==> config.mk <==
export PLATFORM = sky130hd
export DESIGN_NAME = dvs_slack_gov
export DESIGN_NICKNAME = d
export VERILOG_FILES = /design/src/rtl/dvs_pkg.sv /design/src/rtl/dvs_slack_acc.sv /design/src/rtl/dvs_slack_avg.sv /design/src/rtl/dvs_speed_map.sv /design/src/rtl/dvs_level_quant.sv /design/src/rtl/dvs_slack_gov.sv
export SDC_FILE = /design/constraint.sdc
export NUM_CORES = 1
export LEC_CHECK = 0
export BUFFER_PORTS_ARGS = -buffer_cell sky130_fd_sc_hd__buf_2
export CAP_MARGIN = 20
export CORE_UTILIZATION = 33
export CTS_BUF_LIST = sky130_fd_sc_hd__clkbuf_8
export CTS_CLUSTER_SIZE = 24
export DETAILED_ROUTE_END_ITERATION = 7
export PLACE_DENSITY = 0.5
export SYNTH_ARGS = -nofsm -noshare
export SYNTH_HDL_FRONTEND = slang
export SYNTH_HIERARCHICAL = 1
export SYNTH_SLANG_ARGS = --single-unit
export TNS_END_PERCENT = 50
==> constraint.sdc <==
create_clock -name clk_i -period 18.8 [get_ports clk_i]
set_input_delay 3.76 -clock clk_i [delete_from_list [all_inputs] [get_ports clk_i]]
set_output_delay 3.76 -clock clk_i [all_outputs]
set_load 0.05 [all_outputs]
==> src/rtl/dvs_pkg.sv <==
package dvs_pkg;
  localparam int SPD_W   = 16;
  localparam int LVL_MAX = 32;
  localparam int FRAC    = 16;

  // Evenly spaced ascending levels, entry k at bits [k*SPD_W +: SPD_W]
  function automatic logic [LVL_MAX*SPD_W-1:0] level_ramp(int n, int umin, int umax);
    logic [LVL_MAX*SPD_W-1:0] r;
    int v;
    r = '0;
    for (int k = 0; k < LVL_MAX; k++) begin
      if (k < n) begin
        v = umin + ((umax - umin) * k) / (n - 1);
        r[k*SPD_W +: SPD_W] = SPD_W'(v);
      end
    end
    return r;
  endfunction
endpackage

==> src/rtl/dvs_slack_acc.sv <==
module dvs_slack_acc #(
  parameter int TICK_W = 16,
  parameter int SLK_W  = 20,
  parameter int PERIOD = 1000
) (
  input  logic              clk_i,
  input  logic              rst_ni,
  input  logic              start_i,
  input  logic              done_i,
  input  logic [TICK_W-1:0] tick_i,
  output logic [SLK_W-1:0]  slack_nxt_o
);
  logic [TICK_W-1:0] t0_q;
  logic [TICK_W-1:0] dur;
  logic [SLK_W-1:0]  slack_q;
  logic [SLK_W:0]    grown, dur_w, diff;

  always_ff @(posedge clk_i or negedge rst_ni) begin
    if (!rst_ni) t0_q <= '0;
    else if (start_i) t0_q <= tick_i;
  end

  assign dur   = tick_i - t0_q;  // modulo wrap
  assign grown = {1'b0, slack_q} + (SLK_W+1)'(PERIOD);
  assign dur_w = (SLK_W+1)'(dur);
  assign diff  = grown - dur_w;

  always_comb begin
    if (grown <= dur_w)  slack_nxt_o = '0;
    else if (diff[SLK_W]) slack_nxt_o = '1;
    else                 slack_nxt_o = diff[SLK_W-1:0];
  end

  always_ff @(posedge clk_i or negedge rst_ni) begin
    if (!rst_ni) slack_q <= SLK_W'(PERIOD);
    else if (done_i) slack_q <= slack_nxt_o;
  end

  assert_slack_hold_R2: assert property (@(posedge clk_i) disable iff (!rst_ni)
    !done_i |=> $stable(slack_q));
endmodule

==> src/rtl/dvs_slack_avg.sv <==
module dvs_slack_avg #(
  parameter int SLK_W  = 20,
  parameter int WIN    = 3,
  parameter int PERIOD = 1000,
  localparam int SUM_W = SLK_W + $clog2(WIN + 1)
) (
  input  logic             clk_i,
  input  logic             rst_ni,
  input  logic             push_i,
  input  logic [SLK_W-1:0] sample_i,
  output logic [SUM_W-1:0] sum_o
);
  logic [WIN-1:0][SLK_W-1:0] tap_q;

  generate
    for (genvar g = 0; g < WIN; g++) begin : g_tap
      always_ff @(posedge clk_i or negedge rst_ni) begin
        if (!rst_ni) tap_q[g] <= SLK_W'(PERIOD);
        else if (push_i) tap_q[g] <= (g == 0) ? sample_i : tap_q[(g == 0) ? 0 : g-1];
      end
    end
  endgenerate

  always_comb begin
    sum_o = '0;
    for (int k = 0; k < WIN; k++) sum_o = sum_o + SUM_W'(tap_q[k]);
  end

  assert_window_hold_R4: assert property (@(posedge clk_i) disable iff (!rst_ni)
    !push_i |=> $stable(sum_o));
endmodule

==> src/rtl/dvs_speed_map.sv <==
module dvs_speed_map #(
  parameter int SUM_W  = 22,
  parameter int SPD_W  = 16,
  parameter int WIN    = 3,
  parameter int BUF_D  = 5,
  parameter int PERIOD = 1000,
  parameter int UMAX   = 32768,
  parameter int UMIN   = 14254,
  parameter int FRAC   = 16
) (
  input  logic [SUM_W-1:0] sum_i,
  output logic [SPD_W-1:0] speed_o
);
  localparam longint BASE = longint'(WIN) * PERIOD;
  localparam longint SPAN = longint'(WIN) * BUF_D * PERIOD;
  localparam longint RNG  = longint'(UMAX - UMIN);
  localparam longint GAIN = (RNG << FRAC) / SPAN;

  logic [63:0] sum_w, excess, prod, drop;

  assign sum_w  = 64'(sum_i);
  assign excess = sum_w - 64'(BASE);
  assign prod   = excess * 64'(GAIN);
  assign drop   = prod >> FRAC;

  always_comb begin
    if (sum_w <= 64'(BASE))        speed_o = SPD_W'(UMAX);
    else if (excess >= 64'(SPAN))  speed_o = SPD_W'(UMIN);
    else if (drop >= 64'(RNG))     speed_o = SPD_W'(UMIN);
    else                           speed_o = SPD_W'(64'(UMAX) - drop);
  end
endmodule

==> src/rtl/dvs_level_quant.sv <==
module dvs_level_quant #(
  parameter int SPD_W = 16,
  parameter int LVL_N = 14,
  parameter logic [LVL_N*SPD_W-1:0] LEVELS = '1,
  localparam int LVL_W = $clog2(LVL_N)
) (
  input  logic [SPD_W-1:0] speed_i,
  output logic [LVL_W-1:0] sel_o
);
  logic [LVL_N-1:0] ge;

  generate
    for (genvar g = 0; g < LVL_N; g++) begin : g_cmp
      assign ge[g] = LEVELS[g*SPD_W +: SPD_W] >= speed_i;
    end
  endgenerate

  // lowest qualifying entry wins; top entry is the fallback
  always_comb begin
    sel_o = LVL_W'(LVL_N - 1);
    for (int k = LVL_N - 1; k >= 0; k--) begin
      if (ge[k]) sel_o = LVL_W'(k);
    end
  end
endmodule

==> src/rtl/dvs_slack_gov.sv <==
module dvs_slack_gov #(
  parameter int TICK_W = 16,
  parameter int SLK_W  = 20,
  parameter int PERIOD = 1000,
  parameter int BUF_D  = 5,
  parameter int WIN    = 3,
  parameter int SPD_W  = dvs_pkg::SPD_W,
  parameter int UMAX   = 32768,
  parameter int UMIN   = 14254,
  parameter int LVL_N  = 14,
  parameter logic [LVL_N*SPD_W-1:0] LEVELS =
    (LVL_N*SPD_W)'(dvs_pkg::level_ramp(LVL_N, UMIN, UMAX)),
  localparam int LVL_W = $clog2(LVL_N),
  localparam int SUM_W = SLK_W + $clog2(WIN + 1)
) (
  input  logic              clk_i,
  input  logic              rst_ni,
  input  logic              start_i,
  input  logic              done_i,
  input  logic [TICK_W-1:0] tick_i,
  output logic [LVL_W-1:0]  level_o,
  output logic              valid_o
);
  logic [SLK_W-1:0] slack_nxt;
  logic [SUM_W-1:0] sum;
  logic [SPD_W-1:0] speed;
  logic [LVL_W-1:0] sel;

  dvs_slack_acc #(.TICK_W(TICK_W), .SLK_W(SLK_W), .PERIOD(PERIOD)) u_acc (
    .clk_i, .rst_ni, .start_i, .done_i, .tick_i, .slack_nxt_o(slack_nxt));

  dvs_slack_avg #(.SLK_W(SLK_W), .WIN(WIN), .PERIOD(PERIOD)) u_avg (
    .clk_i, .rst_ni, .push_i(done_i), .sample_i(slack_nxt), .sum_o(sum));

  dvs_speed_map #(.SUM_W(SUM_W), .SPD_W(SPD_W), .WIN(WIN), .BUF_D(BUF_D),
    .PERIOD(PERIOD), .UMAX(UMAX), .UMIN(UMIN), .FRAC(dvs_pkg::FRAC)) u_map (
    .sum_i(sum), .speed_o(speed));

  dvs_level_quant #(.SPD_W(SPD_W), .LVL_N(LVL_N), .LEVELS(LEVELS)) u_quant (
    .speed_i(speed), .sel_o(sel));

  always_ff @(posedge clk_i or negedge rst_ni) begin
    if (!rst_ni) begin
      level_o <= LVL_W'(LVL_N - 1);
      valid_o <= 1'b0;
    end else begin
      valid_o <= start_i;
      if (start_i) level_o <= sel;
    end
  end

  assert_valid_follows_start_R7: assert property (@(posedge clk_i) disable iff (!rst_ni)
    start_i |=> valid_o);
  assert_valid_needs_start_R7: assert property (@(posedge clk_i) disable iff (!rst_ni)
    valid_o |-> $past(start_i));
  assert_level_held_R7: assert property (@(posedge clk_i) disable iff (!rst_ni)
    !valid_o |-> $stable(level_o));
  assert_speed_in_range_R5: assert property (@(posedge clk_i) disable iff (!rst_ni)
    (speed >= SPD_W'(UMIN)) && (speed <= SPD_W'(UMAX)));
  assert_level_covers_R6: assert property (@(posedge clk_i) disable iff (!rst_ni)
    LEVELS[sel*SPD_W +: SPD_W] >= speed);
  assert_level_lowest_R6: assert property (@(posedge clk_i) disable iff (!rst_ni)
    (sel != '0) |-> (LEVELS[(sel-1'b1)*SPD_W +: SPD_W] < speed));
endmodule

==> results of run 1 <==
[layer usage]
| layer | share of wire | vias up | track usage |
|---|---|---|---|
| met5 | 0 | - | 0 |
| met3 | 0.019 | 34 | 0.0117 |
| met2 | 0.49 | 194 | 0.308 |
| met4 | 0.017 | 0 | 0.0399 |
| met1 | 0.47 | 6717 | 0.236 |
| li1 | - | 6691 | - |
[per-stage QoR]
step,setup slack (ps),cell area (sq um),utilization,instances
floorplan,6710,17400,-,1929
global placement,5140,18200,0.352,2590
detailed placement,4900,18200,0.352,2590
CTS,4880,18400,0.356,2606
global route,3840,18400,0.356,2606
finish,4830,18400,0.356,2606
[sequential cells by signal (all words and copies together) (netlist names)]
name	flops
level_o	4
u_acc/slack_q	20
u_acc/t0_q	16
u_avg/tap_q	60
valid_o	1
[placed cells by master, fill, tap and decap left out, drive strengths merged, types with 9 or more instances in the layout]
cell / netlist / final
o21a: 29 / 29
xnor2: 73 / 73
o22ai: 17 / 17
a21boi: 10 / 10
o21ai: 81 / 81
clkbuf: 43 / 9
nand3: 37 / 37
xor2: 53 / 53
o211ai: 26 / 26
nor2: 100 / 100
o21bai: 15 / 15
a21oi: 135 / 135
dfstp: 27 / 27
a211oi: 26 / 26
and3: 22 / 22
nor4: 13 / 13
nor2b: 12 / 12
ha: 196 / 196
nand4: 25 / 25
inv: 273 / 275
nand2: 119 / 119
dfrtp: 74 / 74
a31oi: 14 / 14
mux2: 65 / 65
buf: 11 / 35
mux2i: 12 / 12
a21o: 33 / 33
nor3: 40 / 40
and2: 14 / 14
or3: 13 / 13
fa: 181 / 181
nand2b: 15 / 15
[logic make-up (layout without fill, tap and decap cells)]
family          count (synthesis)  in the layout  synth area share
simple gates                  457            457             0.138
mux                            77             77            0.0490
compound gates                464            464             0.179
buf+inv                       327            324            0.0727
fa+ha+maj                     377            377             0.349
flops                         101            101             0.147
xor+xnor                      126            126            0.0645
[path summary, 6_finish.rpt]
path / from / end / slack, ps / depth (start not counted)
setup / recovery: u_avg/tap_q[0] / level_o[0] / 4830 / 47
hold / removal: u_acc/slack_q[9] / u_acc/slack_q[9] / 520 / 2
setup reg to reg: u_avg/tap_q[0] / level_o[0] / 4830 / 47
hold reg to reg: u_acc/slack_q[9] / u_acc/slack_q[9] / 520 / 2
max in group asynchronous: rst_ni / u_avg/tap_q[8] / 14280 / 2
min in group asynchronous: rst_ni / u_acc/t0_q[4] / 3430 / 1
[cell type report]
cell class | count | area, sq um | share of cell area
clock buffer | 9 | 124 | 0.00672
clock inverter | 7 | 96.3 | 0.00523
inverter | 273 | 1020 | 0.0556
multi-input combinational | 1501 | 13600 | 0.736
sequential | 101 | 2560 | 0.139
tap | 680 | 851 | 0.0462
timing repair buffer | 35 | 208 | 0.0113
[worst min-delay path, delay by kind of cell, from the launching register on]
family	cells	cell delay (ps)
buffers and inverters	1	50
DFF	1	400
AOI/OAI and AO/OA	1	70
==> results.md, run 1 <==
- Crit-path most repeated cell: fa_1
- Unrepaired setup endpoints after global routing: no
- Max Fclk: 0.0716 GHz
- CORE AREA: 51,700 sq um
- Synth top area share: 0.208
- Worst-path clk slew: between 100 and 150 ps
- Via count: between 10,000 and 15,000
- Top cells by count, synth: inv_1 (271), ha_1 (196), fa_1 (181)
- Buffers and inverters on the worst path: 3
- Main synth FF type: dfrtp_1
- Worst Hold Class: reg -> reg
- ANT nets after route: 0
- Die area: 53,600 sq um
- CTS tree: done
- Post-synthesis cell type with the largest combined area: fa_1
- Ys async rst share: 1.00
- Area Growth Syn to Fin: 5.98%
- Starting Density: 0.336
- Final Hold Viols: 0
- Worst Path Required: around 19,000 ps
- Violated checks: design-rule violations
- Grt ovf: 0
- Status: finished, violations left
- Number of global-route vias before repair: between 10,000 and 15,000
- Drt pass-1 iters: 8
- DRT iter0 DRCs: around 800
- Setup bufs post-CTS: 0
- Kind of critical path: reg -> reg
- Max transition margin: 0.272
- H-tree depth: 3
- # setup viols final: 0
- Netlist cell types: 96
- Final nets: 2,318
- Cell with the most instances after synthesis: inv_1
- Avg Cell Area, Syn: around 9 sq um
- Antenna cell count: 0
- IO Pins: 25
- CTS max path bufs: 2
- Largest net degree at the start of global routing: 63
- Initial antenna violation count: 0
- Post-synth EDFFs: 0
- Die Height: between 200 and 250 um
- Min cycle time layout: 13,970 ps
- # DRC: 1
- Setup TNS Final: 0 ps
- Startpoint types: flop
- Final period utilization: 0.743
- Mapped Cells: 1,929
- Routed wire length: about 46 mm
- Post-CTS Resized: 0
- CP top delay family: compound AO/OA/AOI/OAI gates
- Fill cells: between 5,000 and 6,000
- Maximum fanout along the worst path: 14
- All-Layer GR Usage: 0.176
- CP Data Arrival Time: about 14,000 ps
- Post-DP HPWL: slightly below 40 mm
- GP Congestion: roughly 0.85
- Sequential-to-total area share from yosys stat: 0.147
- Cell Rows: between 80 and 90
- Yosys warns: 6
- Endpoint class of the critical path: flop
- Hold_buf cts: 0
- Clock Latency Late Sink: 410 ps
- Root Driver: clkbuf_8
- Count of final max-slew check failures: 0
- Synthesized net count: approximately 2,300
- Share of cells above drive strength 1: 0.0992
- FF+latch count, synth: between 100 and 150
- Hold Slack: approximately 520 ps
- Max-Cap Viols: 0
- Die W: ~230 um
- Slowest stage delay, CP: roughly 690 ps
- Slowest CP cell: xnor2_1
- Slew @ Worst Pin: 1080 ps
- Synth top area cells: fa_1 (21%), ha_1 (14%), dfrtp_1 (11%), inv_1 (5.8%), mux2_2 (4.2%)
- Final Skew: 25.7 ps
- DR vias/cell: around 5.2
- Post-detailed-route wirelength per cell: 17.6 um
- Inserted Clock Buffers: 9
- Clock tree sinks: roughly 100
- Synth Cell Area: roughly 17,000 sq um
- Count of buffers from port buffering: 24
- Global-route wire length before repair: approximately 75 mm
Power of run 1 is left out: the tool's default activity adds up to more than one toggle a clock period on the data nets, which glitch-free logic cannot reach.
==> run 2, diff against run 1 <==
Settings changed: ABC_AREA set to 1.
Clock period 18.8 ns to 12.98 ns, I/O delays scaled along.
==> run 2 against run 1 <==
Effect of this change: the flow now finishes without violations; critical endpoint unchanged; critical path type unchanged; sequential share of layout area is 1.4 points lower; non-clock buffer count is 8 higher; fmax grew 19%; cell count is 33% higher; clock skew down 14 ps.
==> results.md, run 2 <==
- H-tree depth: 3 (unchanged)
- Post-synthesis cell type with the largest combined area: fa_1
- IO Pins: 25 (unchanged)
- Drt pass-1 iters: 7 (-1)
- All-Layer GR Usage: 0.186 (+0.0103)
- Slowest CP cell: fa_1
- Max-Cap Viols: 0 (unchanged)
- Worst-path clk slew: 100 ps (-20 ps)
- Reg area: 2560 sq um (unchanged)
- Synthesized net count: 3,082 (+33%)
- Status: finished, final reports clean
- Clock Latency Late Sink: 400 ps (about the same)
- Final period utilization: 0.906 (+0.163)
- Endpoint class of the critical path: flop
- Starting Density: 0.333 (-0.00307)
- CORE AREA: 57,600 sq um (+11%)
- CP Data Arrival Time: 12,100 ps (-2230 ps)
- R2r setup slk: 1230 ps (-3610 ps)
- GP Congestion: 0.913 (+7.3%)
- Mapped Cells: 2,685 (+39%)
- Crit-path most repeated cell: nand2_1
- Final Hold Viols: 0 (unchanged)
- Synth top area share: 0.189 (-0.0195)
- Top reg by flops: u_avg/tap_q
- Ys async rst share: 1.00 (unchanged)
- Maximum fanout along the worst path: 12 (-2)
- Area Growth Syn to Fin: 6.42%
- Setup TNS Final: 0 ps (unchanged)
- Max transition margin: 0.316 (+0.0437)
- Reg2reg path depth: 63 (+34%)
- Final nets: 3,104 (+34%)
- Placed cells: 3,458 (+34%)
- Post-detailed-route wirelength per cell: 15.3 um (-13%)
- Kind of critical path: reg -> reg
- Worst Path Required: 13,320 ps (-5840 ps)
- Synth Cell Area: 19,200 sq um (+10%)
- CTS tree: done
- Final Skew: 11.6 ps (-14.1 ps)
- Routed wire length: 53.3 mm (+16%)
- Cell Area, Placed: 20,200 sq um (+11%)
- Most frequent cells in the layout: nand2_1 (646), inv_1 (534), nor2_1 (200)
- # setup viols final: 0 (unchanged)
- Startpoint types: flop
- Share of cells above drive strength 1: 0.107 (+0.00776)
- Slowest stage delay, CP: 610 ps (-80 ps)
- Initial antenna violation count: 0 (unchanged)
- Largest net degree at the start of global routing: 77 (+22%)
- Min cycle time layout: 11,750 ps (-2210 ps)
- Multi-input combinational cell area: 14,300 sq um (+5.4%)
- Worst Hold Class: reg -> reg
- FF+latch count, synth: 101 (unchanged)
- Die Height: 243 um (+5.0%)
- Post-DP HPWL: 46.5 mm (+21%)
- DRT iter0 DRCs: 894 (+13%)
- Number of global-route vias before repair: 17,100 (+21%)
- Count of buffers from port buffering: 24 (unchanged)
- # DRC: 0 (-1)
- Avg Cell Area, Syn: 7.15 sq um (-21%)
- Netlist cell types: 62 (-35%)
- ANT nets after route: 0 (unchanged)
- Root Driver: clkbuf_8
- RR Startpoint: u_avg/tap_q[29]
- Count of final max-slew check failures: 0 (unchanged)
- Cell Rows: 88 (+6.0%)
- Post-synth EDFFs: 0 (unchanged)
- Die area: 59,100 sq um (+10%)
- FF-to-FF End: level_o[0]
- Antenna cell count: 0 (unchanged)
- Hold wc startpoint: level_o[3]
- Biggest regs: u_avg/tap_q x60, u_acc/slack_q x20, u_acc/t0_q x16
- Main synth FF type: dfrtp_1
- Synth top area cells: fa_1 (19%), ha_1 (13%), nand2_1 (13%), inv_1 (10%), dfrtp_1 (9.6%)
- Inserted Clock Buffers: 9 (unchanged)
- Sequential-to-total area share from yosys stat: 0.133 (-0.0138)
- Largest register FFs: 60 (unchanged)
- Cell with the most instances after synthesis: nand2_1
- Grt ovf: 0 (unchanged)
- Top cells by count, synth: nand2_1 (647), inv_1 (535), nor2_1 (202)
- Fill cells: 6,245 (+16%)
- Post-Layout Inst Area: 20,400 sq um (+11%)
- Slew @ Worst Pin: 1020 ps (-57.5 ps)
- Hold path depth: 2 (unchanged)
- Unrepaired setup endpoints after global routing: no
- DR vias/cell: 4.73 (-9.7%)
- Via count: 16,400 (+21%)
- Leading cell type in the layout, fill and taps excluded: nand2_1
- Die W: 243 um (+5.0%)
- Yosys warns: 6 (unchanged)
- Max Fclk: 0.0851 GHz (+19%)
- Clock tree sinks: 101 (unchanged)
- CTS max path bufs: 2 (unchanged)
- Non-filler instance count after layout: 3,477 (+33%)
- Global-route wire length before repair: 89.4 mm (+19%)
- Hold EP: level_o[3]
==> run 2: cell types whose count changed after synthesis, sizes merged, moves of 21 or more <==
cell | before | now
o211ai | 26 | 2
nand2 | 119 | 698
nor2 | 100 | 239
o21a | 29 | 2
xnor2 | 73 | 38
nand3 | 37 | 166
clkbuf | 43 | 9
mux2 | 65 | 20
a211oi | 26 | 0
inv | 273 | 565
and3 | 22 | 1
a21o | 33 | 6
==> run 2: routing by layer <==
layer | track usage | wire (um) | vias to the layer above
met5 | 0 | 0 | -
met2 | 0.325 | 25300 | 212
met1 | 0.257 | 26400 | 7815
li1 | - | - | 8373
met3 | 0.00918 | 917 | 35
met4 | 0.0307 | 609 | 0
==> run 2: stage by stage <==
step	util	hold slack [ps]	setup slack [ps]
2_1_floorplan	-	456	2680
3_3_place_gp	0.351	456	537
3_5_place_dp	0.351	463	643
4_1_cts	0.354	478	571
5_1_grt	0.355	511	112
6_report	0.355	470	1230
==> run 2: area by class of cell <==
| type | instances | share of cell area |
|---|---|---|
| clock buffer | 10 | 0.00674 |
| inverter | 569 | 0.105 |
| sequential | 101 | 0.125 |
| clock inverter | 6 | 0.00257 |
| multi-input combinational | 1983 | 0.701 |
| timing repair buffer | 43 | 0.0131 |
| tap | 765 | 0.0469 |
==> run 2: how the worst max path moves through the flow <==
stage | cells past startpoint | slack, ps | start | to
3_5_place_dp | 62 | 640 | u_avg/tap_q[20] | level_o[0]
2_1_floorplan | 61 | 2680 | u_avg/tap_q[20] | level_o[0]
6_report | 63 | 1230 | u_avg/tap_q[29] | level_o[0]
5_1_grt | 69 | 110 | u_avg/tap_q[20] | level_o[0]
3_3_place_gp | 57 | 540 | u_avg/tap_q[29] | level_o[0]
4_1_cts | 62 | 570 | u_avg/tap_q[20] | level_o[0]
==> run 2: timing repair <==
action | in CTS | in global routing
hold buffers | 0 | 0
endpoints found under the setup margin | 0 | 4
buffers inserted | 0 | 3
resized for setup | 0 | 6
==> run 2: kinds of logic after synthesis <==
logic type / Yosys count / share of synthesized area
DFF: 101 / 0.133
and+or+nand+nor: 1200 / 0.286
AOI/OAI and AO/OA: 282 / 0.0827
buffers and inverters: 601 / 0.122
adders and majority gates: 377 / 0.317
muxes: 21 / 0.0123
xor gates and xnor gates: 103 / 0.0474
==> run 2: critical path: cells and delay by family (launching register included) <==
kind | cells | cell delay (ps)
flip-flops | 1 | 560
buffers and inverters | 5 | 430
adder cells (fa/ha/maj) | 9 | 3940
XOR/XNOR | 1 | 160
AND/OR/NAND/NOR | 41 | 5340
AO/OA/AOI/OAI | 7 | 1240
Power of run 2 is left out for the same reason.
==> run 3, diff against run 2 <==
Settings changed: PLACE_DENSITY 0.5 to 0.57, REMOVE_ABC_BUFFERS set to 1, SYNTH_HIERARCHICAL 1 to not set.
==> run 3 against run 2 <==
Effect of this change: sequential share of layout area down 0.51 points; critical path type unchanged; critical endpoint unchanged; flip-flop and latch count down 20; fmax down 0.35%; die area down 17%; utilization up 0.26 points; final area down 16%.
==> results.md, run 3 <==
- Hold_buf cts: 0 (unchanged)
- Max transition margin: 0.390 (+0.0739)
- Grt ovf: 0 (unchanged)
- Root Driver: clkbuf_8
- DR WL met3: 1.41 mm (+53%)
- DR vias/cell: 4.79 (+1.3%)
- Mapped Cells: 2,096 (-22%)
- Max Fclk: 0.0848 GHz (-0.35%)
- Worst Slack Setup Final: 1180 ps (-41.6 ps)
- Met2 wire len: 19.2 mm (-24%)
- Avg Cell Area, Syn: 7.62 sq um (+6.5%)
- Reg area: 2050 sq um (-20%)
- # DRC: 0 (unchanged)
- Clock Latency Late Sink: 390 ps (about the same)
- Final Skew: 11.9 ps (+0.299 ps)
- Setup bufs post-CTS: 0 (unchanged)
- Die W: 222 um (-8.7%)
- All-Layer GR Usage: 0.172 (-0.0139)
- Final Hold Viols: 0 (unchanged)
- Count of final max-slew check failures: 0 (unchanged)
- Met1 WL: 19.6 mm (-26%)
- Kind of critical path: reg -> reg
- DRT iter0 DRCs: 745 (-17%)
- Largest register FFs: 40 (-33%)
- Netlist cell types: 54 (-13%)
- Area Growth Syn to Fin: 6.88%
- Post-detailed-route wirelength per cell: 15.0 um (-2.4%)
- Cell with the most instances after synthesis: inv_1
- Slowest stage delay, CP: 550 ps (-60 ps)
- Synth Cell Area: 16,000 sq um (-17%)
- Min cycle time layout: 11,800 ps (+41.6 ps)
- Top Layer Used: met4
- Count of buffers from port buffering: 24 (unchanged)
- CTS max path bufs: 2 (unchanged)
- Most frequent cells in the layout: inv_1 (454), nand2_1 (417), fa_1 (199)
- CP Data Arrival Time: 12,120 ps (+20 ps)
- Die area: 49,300 sq um (-17%)
- Top cells by count, synth: inv_1 (454), nand2_1 (417), fa_1 (199)
- Slew @ Worst Pin: 915 ps (-107 ps)
- Biggest regs: u_avg.tap_q x40, u_acc.slack_q x20, u_acc.t0_q x16
- Worst Path Required: 13,310 ps (about the same)
- Clock tree sinks: 81 (-20%)
- Setup TNS Final: 0 ps (unchanged)
- CORE AREA: 47,700 sq um (-17%)
- Synth top area share: 0.250 (+0.0608)
- Endpoint class of the critical path: flop
- Number of global-route vias before repair: 13,900 (-18%)
- Status: finished, final reports clean
- Crit-path most repeated cell: nand2_1
- Routed wire length: 40.9 mm (-23%)
- Multi-input combinational cell area: 12,100 sq um (-16%)
- Setup WS pre-CTS: 1200 ps (+561 ps)
- Post-synth EDFFs: 0 (unchanged)
- Die Height: 222 um (-8.7%)
- Largest net degree at the start of global routing: 102 (+32%)
- Slowest CP cell: fa_1
- Post-synthesis cell type with the largest combined area: fa_1
- Worst Hold Class: reg -> reg
- Top reg by flops: u_avg.tap_q
- Leading cell type in the layout, fill and taps excluded: inv_1
- ANT nets after route: 0 (unchanged)
- Global-route wire length before repair: 68.8 mm (-23%)
- Starting Density: 0.334 (+0.00104)
- Worst-path clk slew: 90 ps (about the same)
- Main synth FF type: dfrtp_1
- Share of cells above drive strength 1: 0.0716 (-0.0353)
- Drt pass-1 iters: 5 (-2)
- Sequential-to-total area share from yosys stat: 0.129 (-0.00482)
- Initial antenna violation count: 0 (unchanged)
- Final period utilization: 0.909 (+0.00321)
- Inserted Clock Buffers: 9 (unchanged)
- Ys async rst share: 1.00 (unchanged)
- Unrepaired setup endpoints after global routing: no
- CTS tree: done
- H-tree depth: 3 (unchanged)
- Via count: 13,100 (-20%)
- Startpoint types: flop
- Antenna cell count: 0 (unchanged)
- Final nets: 2,511 (-19%)
- IO Pins: 25 (unchanged)
- Yosys warns: 0 (-6)
- Cell Rows: 80 (-9.1%)
- Fill cells: 5,040 (-19%)
- Post-CTS Resized: 0 (unchanged)
- # setup viols final: 0 (unchanged)
- Post-DP HPWL: 36.0 mm (-23%)
- Synth top area cells: fa_1 (25%), ha_1 (14%), inv_1 (11%), nand2_1 (9.8%), dfrtp_1 (9.4%)
- Maximum fanout along the worst path: 11 (-1)
- GP Congestion: 0.941 (+3.0%)
- Max-Cap Viols: 0 (unchanged)
- FF+latch count, synth: 81 (-20%)
run 3: critical path: cells and delay by family (launching register included):
| family | cells | cell delay [ps] |
|---|---|---|
| fa+ha+maj | 10 | 4370 |
| simple gates | 35 | 3870 |
| xor+xnor | 5 | 1450 |
| compound gates | 4 | 830 |
| buf+inv | 8 | 790 |
| flops | 1 | 420 |
run 3: area by class of cell:
class	count	share of cell area
Clock buffer	9	0.00726
Inverter	464	0.102
Sequential cell	81	0.120
Clock inverter	7	0.00579
Tap cell	615	0.0451
Timing Repair Buffer	32	0.0119
Multi-Input combinational cell	1530	0.707
run 3: metrics by stage:
| stage | hold slack [ps] | utilization | cell area, sq um | instances |
|---|---|---|---|---|
| 6_report | 487 | 0.357 | 17100 | 2738 |
| 5_1_grt | 512 | 0.357 | 17100 | 2738 |
| 4_1_cts | 493 | 0.357 | 17000 | 2737 |
| 3_5_place_dp | 467 | 0.352 | 16800 | 2721 |
| 3_3_place_gp | 459 | 0.352 | 16800 | 2721 |
| 2_1_floorplan | 447 | - | 15900 | 2075 |
run 3: kinds of logic (layout without fill, tap and decap cells):
group / count (synthesis) / after routing / share of synthesized area
xor+xnor: 85 / 85 / 0.0499
fa+ha+maj: 373 / 373 / 0.386
flops: 81 / 81 / 0.129
simple gates: 776 / 776 / 0.216
mux: 1 / 1 / 0.000627
compound gates: 295 / 295 / 0.104
buf+inv: 485 / 512 / 0.115
run 3: worst paths after layout:
| check | startpoint | endpoint | slack (ps) | depth (start not counted) |
|---|---|---|---|---|
| max in group asynchronous | rst_ni | u_avg.tap_q[25] | 10170 | 3 |
| worst min-delay path | u_avg.tap_q[21] | u_avg.tap_q[41] | 490 | 2 |
| min in group asynchronous | rst_ni | level_o[1] | 2000 | 1 |
| worst max register to register | u_acc.slack_q[1] | level_o[0] | 1180 | 62 |
| worst min register to register | u_avg.tap_q[21] | u_avg.tap_q[41] | 490 | 2 |
| worst max-delay path | u_acc.slack_q[1] | level_o[0] | 1180 | 62 |
run 3: routing by layer:
metal	GRT usage	vias to the layer above
met1	0.233	6281
li1	-	6603
met5	0	-
met4	0.0401	0
met2	0.295	193
met3	0.0176	37
Power of run 3 is left out for the same reason.
